<file path="config.mk">
export PLATFORM = sky130hd
export DESIGN_NAME = trig_cell_keeper
export DESIGN_NICKNAME = d
export VERILOG_FILES = /design/src/rtl/trig_cell_keeper.sv
export SDC_FILE = /design/constraint.sdc
export NUM_CORES = 1
export LEC_CHECK = 0
export CAP_MARGIN = 10
export CORE_UTILIZATION = 49
export CTS_CLUSTER_DIAMETER = 100
export DETAILED_ROUTE_END_ITERATION = 6
export PLACE_DENSITY = 0.78
export SLEW_MARGIN = 20
export SYNTH_ARGS = -nofsm -noshare
export SYNTH_HDL_FRONTEND = slang
export SYNTH_SLANG_ARGS = --single-unit
</file>
<file path="constraint.sdc">
create_clock -name clk -period 3 [get_ports clk]
set_input_delay 0.6 -clock clk [delete_from_list [all_inputs] [get_ports clk]]
set_output_delay 0.6 -clock clk [all_outputs]
set_load 0.1 [all_outputs]
</file>
<file path="src/rtl/trig_cell_keeper.sv">
module trig_cell_keeper #(
  parameter int DEPTH = 42,
  parameter int SLOTS = 4,
  parameter int NCH   = 4,
  parameter int EW    = 8,
  localparam int CW   = $clog2(DEPTH),
  localparam int SW   = $clog2(SLOTS)
) (
  input  logic             clk,
  input  logic             rst_n,
  input  logic             ext_accept,
  input  logic             emu_en,
  input  logic [EW-1:0]    emu_period,
  input  logic [CW-1:0]    lat,
  input  logic [CW-1:0]    gap_lo,
  input  logic [CW-1:0]    gap_hi,
  input  logic             ok_valid,
  input  logic [SW-1:0]    ok_slot,
  input  logic [NCH-1:0]   ok_mask,
  output logic [CW-1:0]    xing,
  output logic             rd_req,
  output logic [CW-1:0]    rd_cell,
  output logic [SW-1:0]    rd_slot,
  output logic             ovf,
  output logic             busy,
  output logic [DEPTH-1:0] hold_map,
  output logic             done,
  output logic [CW-1:0]    done_cell,
  output logic [SW-1:0]    done_slot
);

  logic [SLOTS-1:0] used;
  logic [CW-1:0]    cell_q [SLOTS];
  logic [NCH-1:0]   okb    [SLOTS];
  logic [EW-1:0]    ecnt;

  logic          emu_fire, accept, have_free, have_rel, in_gap, take, rel_go;
  logic [SW-1:0] free_idx, rel_idx;
  logic [CW-1:0] acell;

  assign emu_fire = emu_en && (emu_period != '0) && (ecnt >= emu_period - EW'(1));
  assign accept   = emu_en ? emu_fire : ext_accept;
  assign acell    = (xing >= lat) ? (xing - lat) : CW'(xing + CW'(DEPTH) - lat);
  assign in_gap   = (gap_lo <= gap_hi) ? (xing >= gap_lo && xing <= gap_hi)
                                       : (xing >= gap_lo || xing <= gap_hi);
  assign take     = accept && have_free;
  assign rel_go   = have_rel && in_gap;
  assign busy     = &used;

  always_comb begin
    have_free = 1'b0;
    free_idx  = '0;
    have_rel  = 1'b0;
    rel_idx   = '0;
    for (int i = SLOTS - 1; i >= 0; i--) begin
      if (!used[i]) begin
        have_free = 1'b1;
        free_idx  = SW'(i);
      end
      if (used[i] && (&okb[i])) begin
        have_rel = 1'b1;
        rel_idx  = SW'(i);
      end
    end
  end

  always_comb begin
    hold_map = '0;
    for (int i = 0; i < SLOTS; i++)
      if (used[i]) hold_map[cell_q[i]] = 1'b1;
  end

  always_ff @(posedge clk) begin
    if (!rst_n) begin
      xing      <= '0;
      ecnt      <= '0;
      rd_req    <= 1'b0;
      rd_cell   <= '0;
      rd_slot   <= '0;
      ovf       <= 1'b0;
      done      <= 1'b0;
      done_cell <= '0;
      done_slot <= '0;
      used      <= '0;
      for (int i = 0; i < SLOTS; i++) begin
        cell_q[i] <= '0;
        okb[i]    <= '0;
      end
    end else begin
      xing <= (xing == CW'(DEPTH - 1)) ? '0 : xing + CW'(1);

      if (!emu_en || emu_fire)       ecnt <= '0;
      else if (emu_period != '0)     ecnt <= ecnt + EW'(1);

      rd_req <= take;
      if (take) begin
        rd_cell <= acell;
        rd_slot <= free_idx;
      end
      ovf <= accept && !have_free;

      done <= rel_go;
      if (rel_go) begin
        done_cell <= cell_q[rel_idx];
        done_slot <= rel_idx;
      end

      for (int i = 0; i < SLOTS; i++) begin
        if (rel_go && rel_idx == SW'(i)) begin
          used[i] <= 1'b0;
          okb[i]  <= '0;
        end else if (take && free_idx == SW'(i)) begin
          used[i]   <= 1'b1;
          cell_q[i] <= acell;
          okb[i]    <= '0;
        end else if (ok_valid && ok_slot == SW'(i) && used[i]) begin
          okb[i] <= okb[i] | ok_mask;
        end
      end
    end
  end

endmodule

</file>
== Word-level counts from Yosys, hierarchy flattened ==
Memories as Yosys holds them, arrays and structs flattened. A register that Yosys moved wholly into a read port is not among the register bits.
Cells that the tools add are included.

* Add/subtract/negate cells: 6
* Magnitude comparators: 13
* Equality and inequality tests: 10
* Multiplexer cells: 96
* Bitwise logic cells: 24
* Reduce and logical (&&, ||, !) cells: 50

{| class="wikitable"
|+ Operator list
! operator !! number
|-
| 42-bit 2-to-1 mux || 4
|-
| 42-bit bitwise OR || 3
|-
| 1-bit 2-to-1 mux || 63
|-
| 4-bit 2-to-1 mux || 12
|-
| 1-bit logical AND || 30
|-
| 6-bit 2-to-1 mux || 5
|-
| 6-bit by 7-bit < comparator with 1-bit output (second input constant) || 4
|-
| 1-bit demux with 6-bit select || 4
|-
| 6-bit by 1-bit greater-or-equal comparator with 1-bit output (second input constant) || 4
|-
| 4-bit AND reduction || 5
|-
| 2-bit 2-to-1 mux || 8
|-
| 1-bit bitwise OR || 16
|-
| 4-bit bitwise OR || 4
|-
| 2-bit equality test (second input constant) || 6
|-
| 6-bit greater-or-equal comparator || 2
|-
| 6-bit <= comparator || 2
|-
| 2-bit OR reduction || 6
|-
| 6-bit subtractor || 2
|-
| 8-bit by 1-bit adder with 8-bit output (second input constant) || 1
|-
| 8-bit greater-or-equal comparator || 1
|-
| 8-bit nonzero test || 1
|-
| 8-bit by 1-bit subtractor with 8-bit output (second input constant) || 1
|-
| 6-bit by 1-bit adder with 6-bit output (second input constant) || 1
|-
| 6-bit adder (second input constant) || 1
|-
| 6 further kinds || 13
|}

* Register bits after elaboration: 31
* Memory bits (writable): 40
* Logic and storage cells: 213
* Memories kept: 2

{| class="wikitable"
|+ Memory list
! memory !! depth !! bits a word !! read ports !! clocked after memory_dff !! wr ports !! RTL line !! source
|-
| cell_q || 4 || 6 || 5 || 1 || 4 || 33 || <nowiki>logic [CW-1:0] cell_q [SLOTS];</nowiki>
|-
| okb || 4 || 4 || 4 || 0 || 4 || 34 || <nowiki>logic [NCH-1:0] okb [SLOTS];</nowiki>
|}

== Longest topological paths before layout ==
Gate-level depths: netlist of run 1.

* Depth in word-level cells: 14
* Depth in mapped cells: 12
* Mapped depth without buffers: 12

== Worst setup path after synthesis of run 1 ==
No wires, ideal clock.

* Path kind: reg-to-output
* Start: memory cell_q[3][0] (netlist bit)
* End: output port hold_map[32]
* Data arrival time: 3157 ps
* Required time: 2400 ps
* Path slack: -757 ps
* Stages on the path, launching flop included: 5
* Cell sequence: edfxtp_1 -> clkbuf_1 -> nor3_1 -> nand3_1 -> o21ai_0

{| class="wikitable"
|+ RTL lines
! what !! RTL line !! source
|-
| from (decl) || 33 ||
|-
| to (decl) || 26 || <nowiki>output logic [DEPTH-1:0] hold_map,</nowiki>
|}

==> results of run 1 <==
==> path summary, 6_finish.rpt <==
kind	startpoint	to	slack, ps	depth (start not counted)
max	gap_hi[4]	okb[0][3]	120	8
min	done_slot[0]	done_slot[0]	460	2
max reg2reg	xing[0]	okb[2][2]	480	8
min reg2reg	done_slot[0]	done_slot[0]	460	2
==> cell families (layout without fill, tap and decap cells) <==
group / Yosys count / after routing / synth area share, %
AND/OR/NAND/NOR: 322 / 322 / 27.1
AO/OA/AOI/OAI: 201 / 201 / 21.9
buffers and inverters: 84 / 219 / 5.58
flip-flops: 77 / 77 / 31.5
adder cells (fa/ha/maj): 48 / 48 / 10.2
XOR/XNOR: 22 / 22 / 3.12
multiplexers: 4 / 4 / 0.670
==> layout make-up <==
class | count | area (µm²)
multi-input combinational | 597 | 3950
fill | 916 | 3750
sequential | 77 | 1950
timing repair buffer | 159 | 1830
clock buffer | 9 | 225
tap | 168 | 210
inverter | 44 | 165
clock inverter | 7 | 72.6
==> Yosys cell counts, types with 5 or more instances <==
cell / n / area, µm²
a211oi_1: 7 / 52.6
nor3_1: 29 / 145
nand4b_1: 5 / 43.8
inv_1: 43 / 161
ha_1: 42 / 526
clkbuf_1: 32 / 120
xor2_1: 12 / 105
o22ai_1: 11 / 68.8
a22o_1: 9 / 78.8
nand2_1: 73 / 274
a21oi_1: 46 / 230
xnor2_1: 10 / 87.6
nor2b_1: 9 / 56.3
and3_1: 9 / 56.3
dfxtp_1: 37 / 741
o21ai_0: 50 / 250
a221o_1: 5 / 50.1
nand3_1: 35 / 175
edfxtp_1: 40 / 1200
nand4_1: 14 / 87.6
a32o_1: 8 / 80.1
nor3b_1: 10 / 75.1
nand3b_1: 5 / 37.5
nor2_1: 84 / 315
nand2b_1: 20 / 125
a22oi_1: 17 / 128
==> state kept, by name, indices dropped and copies added, names as in the netlist <==
register,flops
done_slot,2
okb,16
cell_q,24
ovf,1
xing,6
rd_cell,6
ecnt,8
rd_slot,2
used,4
done_cell,6
done,1
rd_req,1
==> repair_timing <==
action / CTS / global route
gates resized for setup: 9 / 14
setup buffers: 2 / 1
setup endpoints to repair: 66 / 77
pin swaps: 7 / 13
hold buffers: 0 / 0
==> routing by layer <==
layer	track usage (%)	vias up
met3	5.24	66
met2	51.6	365
li1	-	3057
met4	11.7	0
met1	37.7	3053
met5	0	-
==> where the power goes <==
group	switching, mW	internal (mW)
clock network	0.458	0.647
logic	0.409	0.254
registers	0.0659	1.15
==> worst max-delay path, stage by stage <==
cell and delay [ps]:
clkdlybuf4s50_1 450, inv_1 50, ha_1 330, a21oi_1 150, a21boi_1 110, o32a_1 360, maj3_2 390, o2111ai_1 420
==> through the flow <==
stage / std cells / instance area, µm² / utilization [%] / hold WS [ps]
floorplan: 758 / 6180 / - / 485
global placement: 1042 / 8010 / 65.9 / 448
detailed placement: 1042 / 8010 / 65.9 / 451
CTS: 1060 / 8360 / 68.7 / 459
global route: 1061 / 8410 / 69.2 / 482
finish: 1061 / 8410 / 69.2 / 456
==> metrics.csv, run 1 <==
metric,value,unit
layout.nets,971,
io_buffers,104,
setup_ws,123,ps
cts_root_buf,clkbuf_16,
violations,DRC,
worstPathRequired,3000,ps
clock_path_buffers,2,
synth_cell_types,77,
top_layer,met4,
worstSkewPairLatency,350,ps
cp_max_fo,4,
dr_wl_met3,1620,µm
vdd_drop_max,636,µV
cts.sinks,77,
power_density,355,mW/mm²
max_freq,348,MHz
relSlewSlack,36.7,%
antenna_found_initial,0,
ant_nets,0,
hold_viol,0,
final_cell_mix,"84 x nor2_1, 80 x buf_4, 70 x nand2_1",
ys_seq_elements,77,
power,2.98,mW
wl_met1,7930,µm
path_class,input port to flip-flop,
flow.area_growth_from_synthesis,36.4,%
die_area,0.0130,mm²
syn_nets,841,
vias_per_cell,6.16,
maxCapViolations,0,
place_ws,-636,ps
grt-ovfl-total,0,
yosysWarnings,0,
ys_seq_area_share,31.5,%
vias,6541,
final_common_cell,nor2_1,
drc,1,
core,0.0122,mm²
status,finished with violations,
rsz0062_at_grt,no,
grt_pass1_vias,6437,
gp_congestion,0.952,
htree_levels,3,
setup_viol,0,
finalCriticalPeriod,2880,ps
die_w,114,µm
grt_max_degree,43,
syn_area_per_cell,8.13,µm²
arrival,2880,ps
start_util,50.7,%
rows,40,
wl_per_cell,18.3,µm
cts_buffers,9,
boundaryPins,105,
netlist_instances,758,
fp.dieH,114,µm
critPathLaunchType,input port,
antenna_cells,0,
synthArstFlopShare,0,%
leakage,3.41,nW
finClkSkew,10.9,ps
cp-end-kind,flip-flop,
drive_above_1_share,20.0,%
wl_met2,9300,µm
grt_usage,30.1,%
tightest_slew,937,ps
clk_transition_reported_paths,60,ps
drt_wl_total,19400,µm
synth_area,0.00617,mm²
slew_violations,0,
grt_pass1_wl,31100,µm
setup_tns,0,ps
cts_tree,yes,
synth-main-ff-cell,edfxtp_1,
drt_pass1_iterations,7,
hold_path.class,flip-flop to flip-flop,
post-route-period-util,95.9,%
drt_iter0_markers,591,
dp_hpwl,14900,µm
synth_edf_count,40,
(Power assumes the default switching activity.)
==> inputs of run 2 (changes only) <==
Settings changed: PLACE_DENSITY 0.78 to unset, PLACE_DENSITY_LB_ADDON set to 0.05.
==> run 2 against run 1 <==
Compared with the run above:
- the run now ends clean
- non-clock buffer count up 8
- wire length increased by 2.8%
- fmax about the same
- utilization up 0.49 points
- count of clock-buffer cells in the layout unchanged
- register-to-register slack lost 70 ps
- via count rose by 0.29%
- global-route usage increased by 1.3 points
- critical path type unchanged
- largest cell class unchanged
- largest power group unchanged
==> metrics.csv, run 2 (synthesized netlist as in run 1, its figures left out) <==
metric,value,unit
cp_max_fo,4,
max_stage_delay,450,ps
vias,6560,
final_common_cell,buf_4,
crit_family,compound AO/OA/AOI/OAI gates,
p_switching,0.915,mW
drt_iter0_markers,775,
drc,0,
io_buffers,104,
leakage,3.43,nW
layout.nets,979,
post-route-period-util,95.8,%
cts.sinks,77,
relSlewSlack,39.3,%
path_class,input port to flip-flop,
hold_path.class,flip-flop to flip-flop,
seqPwrFrac,40.9,%
worst-path-stages,8,
clock_path_buffers,2,
power_frac_comb,22.5,%
cts_tree,yes,
hold_path_depth,2,
core,0.0122,mm²
die_w,114,µm
largest_register_ffs,24,
post-route-cell-area,0.00847,mm²
finClkSkew,9.12,ps
drt_pass1_iterations,7,
grt_max_degree,31,
slew_violations,0,
ant_nets,0,
rows,40,
vdd_drop_max,528,µV
power,2.97,mW
htree_levels,3,
fp.dieH,114,µm
maxCapViolations,0,
final_cell_mix,"88 x buf_4, 83 x nor2_1, 70 x nand2_1",
hold_buffers,0,
crit_path_top_delay_cell,clkdlybuf4s50_1,
die_area,0.0130,mm²
flow.area_growth_from_synthesis,37.4,%
antenna_cells,0,
swShare,30.8,%
arrival,2860,ps
finalCriticalPeriod,2870,ps
p_int,2.05,mW
grt_usage,31.4,%
vias_per_cell,6.14,
dp_hpwl,15500,µm
start_util,50.7,%
worstSkewPairLatency,340,ps
critPathLaunchType,input port,
drt_wl_total,19900,µm
clk_transition_reported_paths,60,ps
grt_pass1_wl,32300,µm
cp-end-kind,flip-flop,
cts_buffers,9,
grt-ovfl-total,0,
cts_root_buf,clkbuf_16,
top_regs,"cell_q (24), okb (16), ecnt (8)",
antenna_found_initial,0,
status,completed,
crit_path_cell_trace,clkdlybuf4s50_1 > inv_1 > ha_1 > a21oi_1 > a21boi_1 > o32a_1 > maj3_2 > o2111ai_1,
drive_above_1_share,21.2,%
gp_congestion,0.960,
power_density,350,mW/mm²
setup_viol,0,
rsz0062_at_grt,no,
tightest_slew,898,ps
place_area,0.00807,mm²
top_register,cell_q,
max_freq,348,MHz
hold_viol,0,
rr_worst_depth,8,
wl_per_cell,18.7,µm
boundaryPins,105,
p_clk_share,36.5,%
worstPathRequired,2980,ps
grt_pass1_vias,6383,
cp.buffers_inverters,2,
## run 2: changes by cell type in the layout (fill, tap and decap cells not counted), sizes merged
cell           previous run  this run
clkbuf                    9        12
dlymetal6s2s              5         3
clkdlybuf4s50            31        30
buf                     123       131
## run 2: area by class of cell
class / count / area, µm²
Timing Repair Buffer: 167 / 1870
Tap cell: 168 / 210
Inverter: 44 / 165
Multi-Input combinational cell: 597 / 3970
Fill cell: 948 / 3690
Clock buffer: 9 / 225
Sequential cell: 77 / 1950
Clock inverter: 7 / 72.6
## run 2: power by group through the flow
stage	registers, mW	logic (mW)	clock network (mW)
floorplan	1.28	0.339	0
global placement	1.23	0.627	0
detailed placement	1.23	0.644	0
CTS	1.21	0.658	1.09
global route	1.22	0.719	1.14
finish	1.21	0.669	1.08
## run 2: worst paths after layout
| kind | start | to | slack (ps) |
|---|---|---|---|
| worst max-delay path | gap_hi[4] | okb[0][1] | 130 |
| worst min-delay path | done_slot[0] | done_slot[0] | 450 |
| worst max register to register | xing[0] | okb[2][0] | 410 |
| worst min register to register | done_slot[0] | done_slot[0] | 450 |
## run 2: worst min-delay path: cells and delay by family (launching register included)
family | cells | cell delay [ps]
AO/OA/AOI/OAI | 1 | 50
AND/OR/NAND/NOR | 1 | 50
flip-flops | 1 | 310
## run 2: through the flow
step / setup slack, ps / hold WS (ps) / util [%] / TNS [ps] / cells
2_1_floorplan: -730 / 485 / - / -1670 / 758
3_3_place_gp: -460 / 442 / 66.3 / -27930 / 1049
3_5_place_dp: -730 / 443 / 66.3 / -49130 / 1049
4_1_cts: 0.226 / 452 / 69.3 / 0 / 1067
5_1_grt: 2.64 / 473 / 69.7 / 0 / 1069
6_report: 126 / 448 / 69.7 / 0 / 1069
## run 2: what timing repair did
item,in CTS,in global routing
buffers inserted,2,3
cloned,0,0
endpoints found under the setup margin,77,77
pin swaps,12,14
gates resized for setup,17,16
endpoints found under the hold margin,0,0
## run 2: routing by layer
layer  routed length, µm  GRT usage [%]
met1                8290           41.1
met2                9660           53.1
met3                1590           5.08
met4                 398           9.78
met5                   0              0
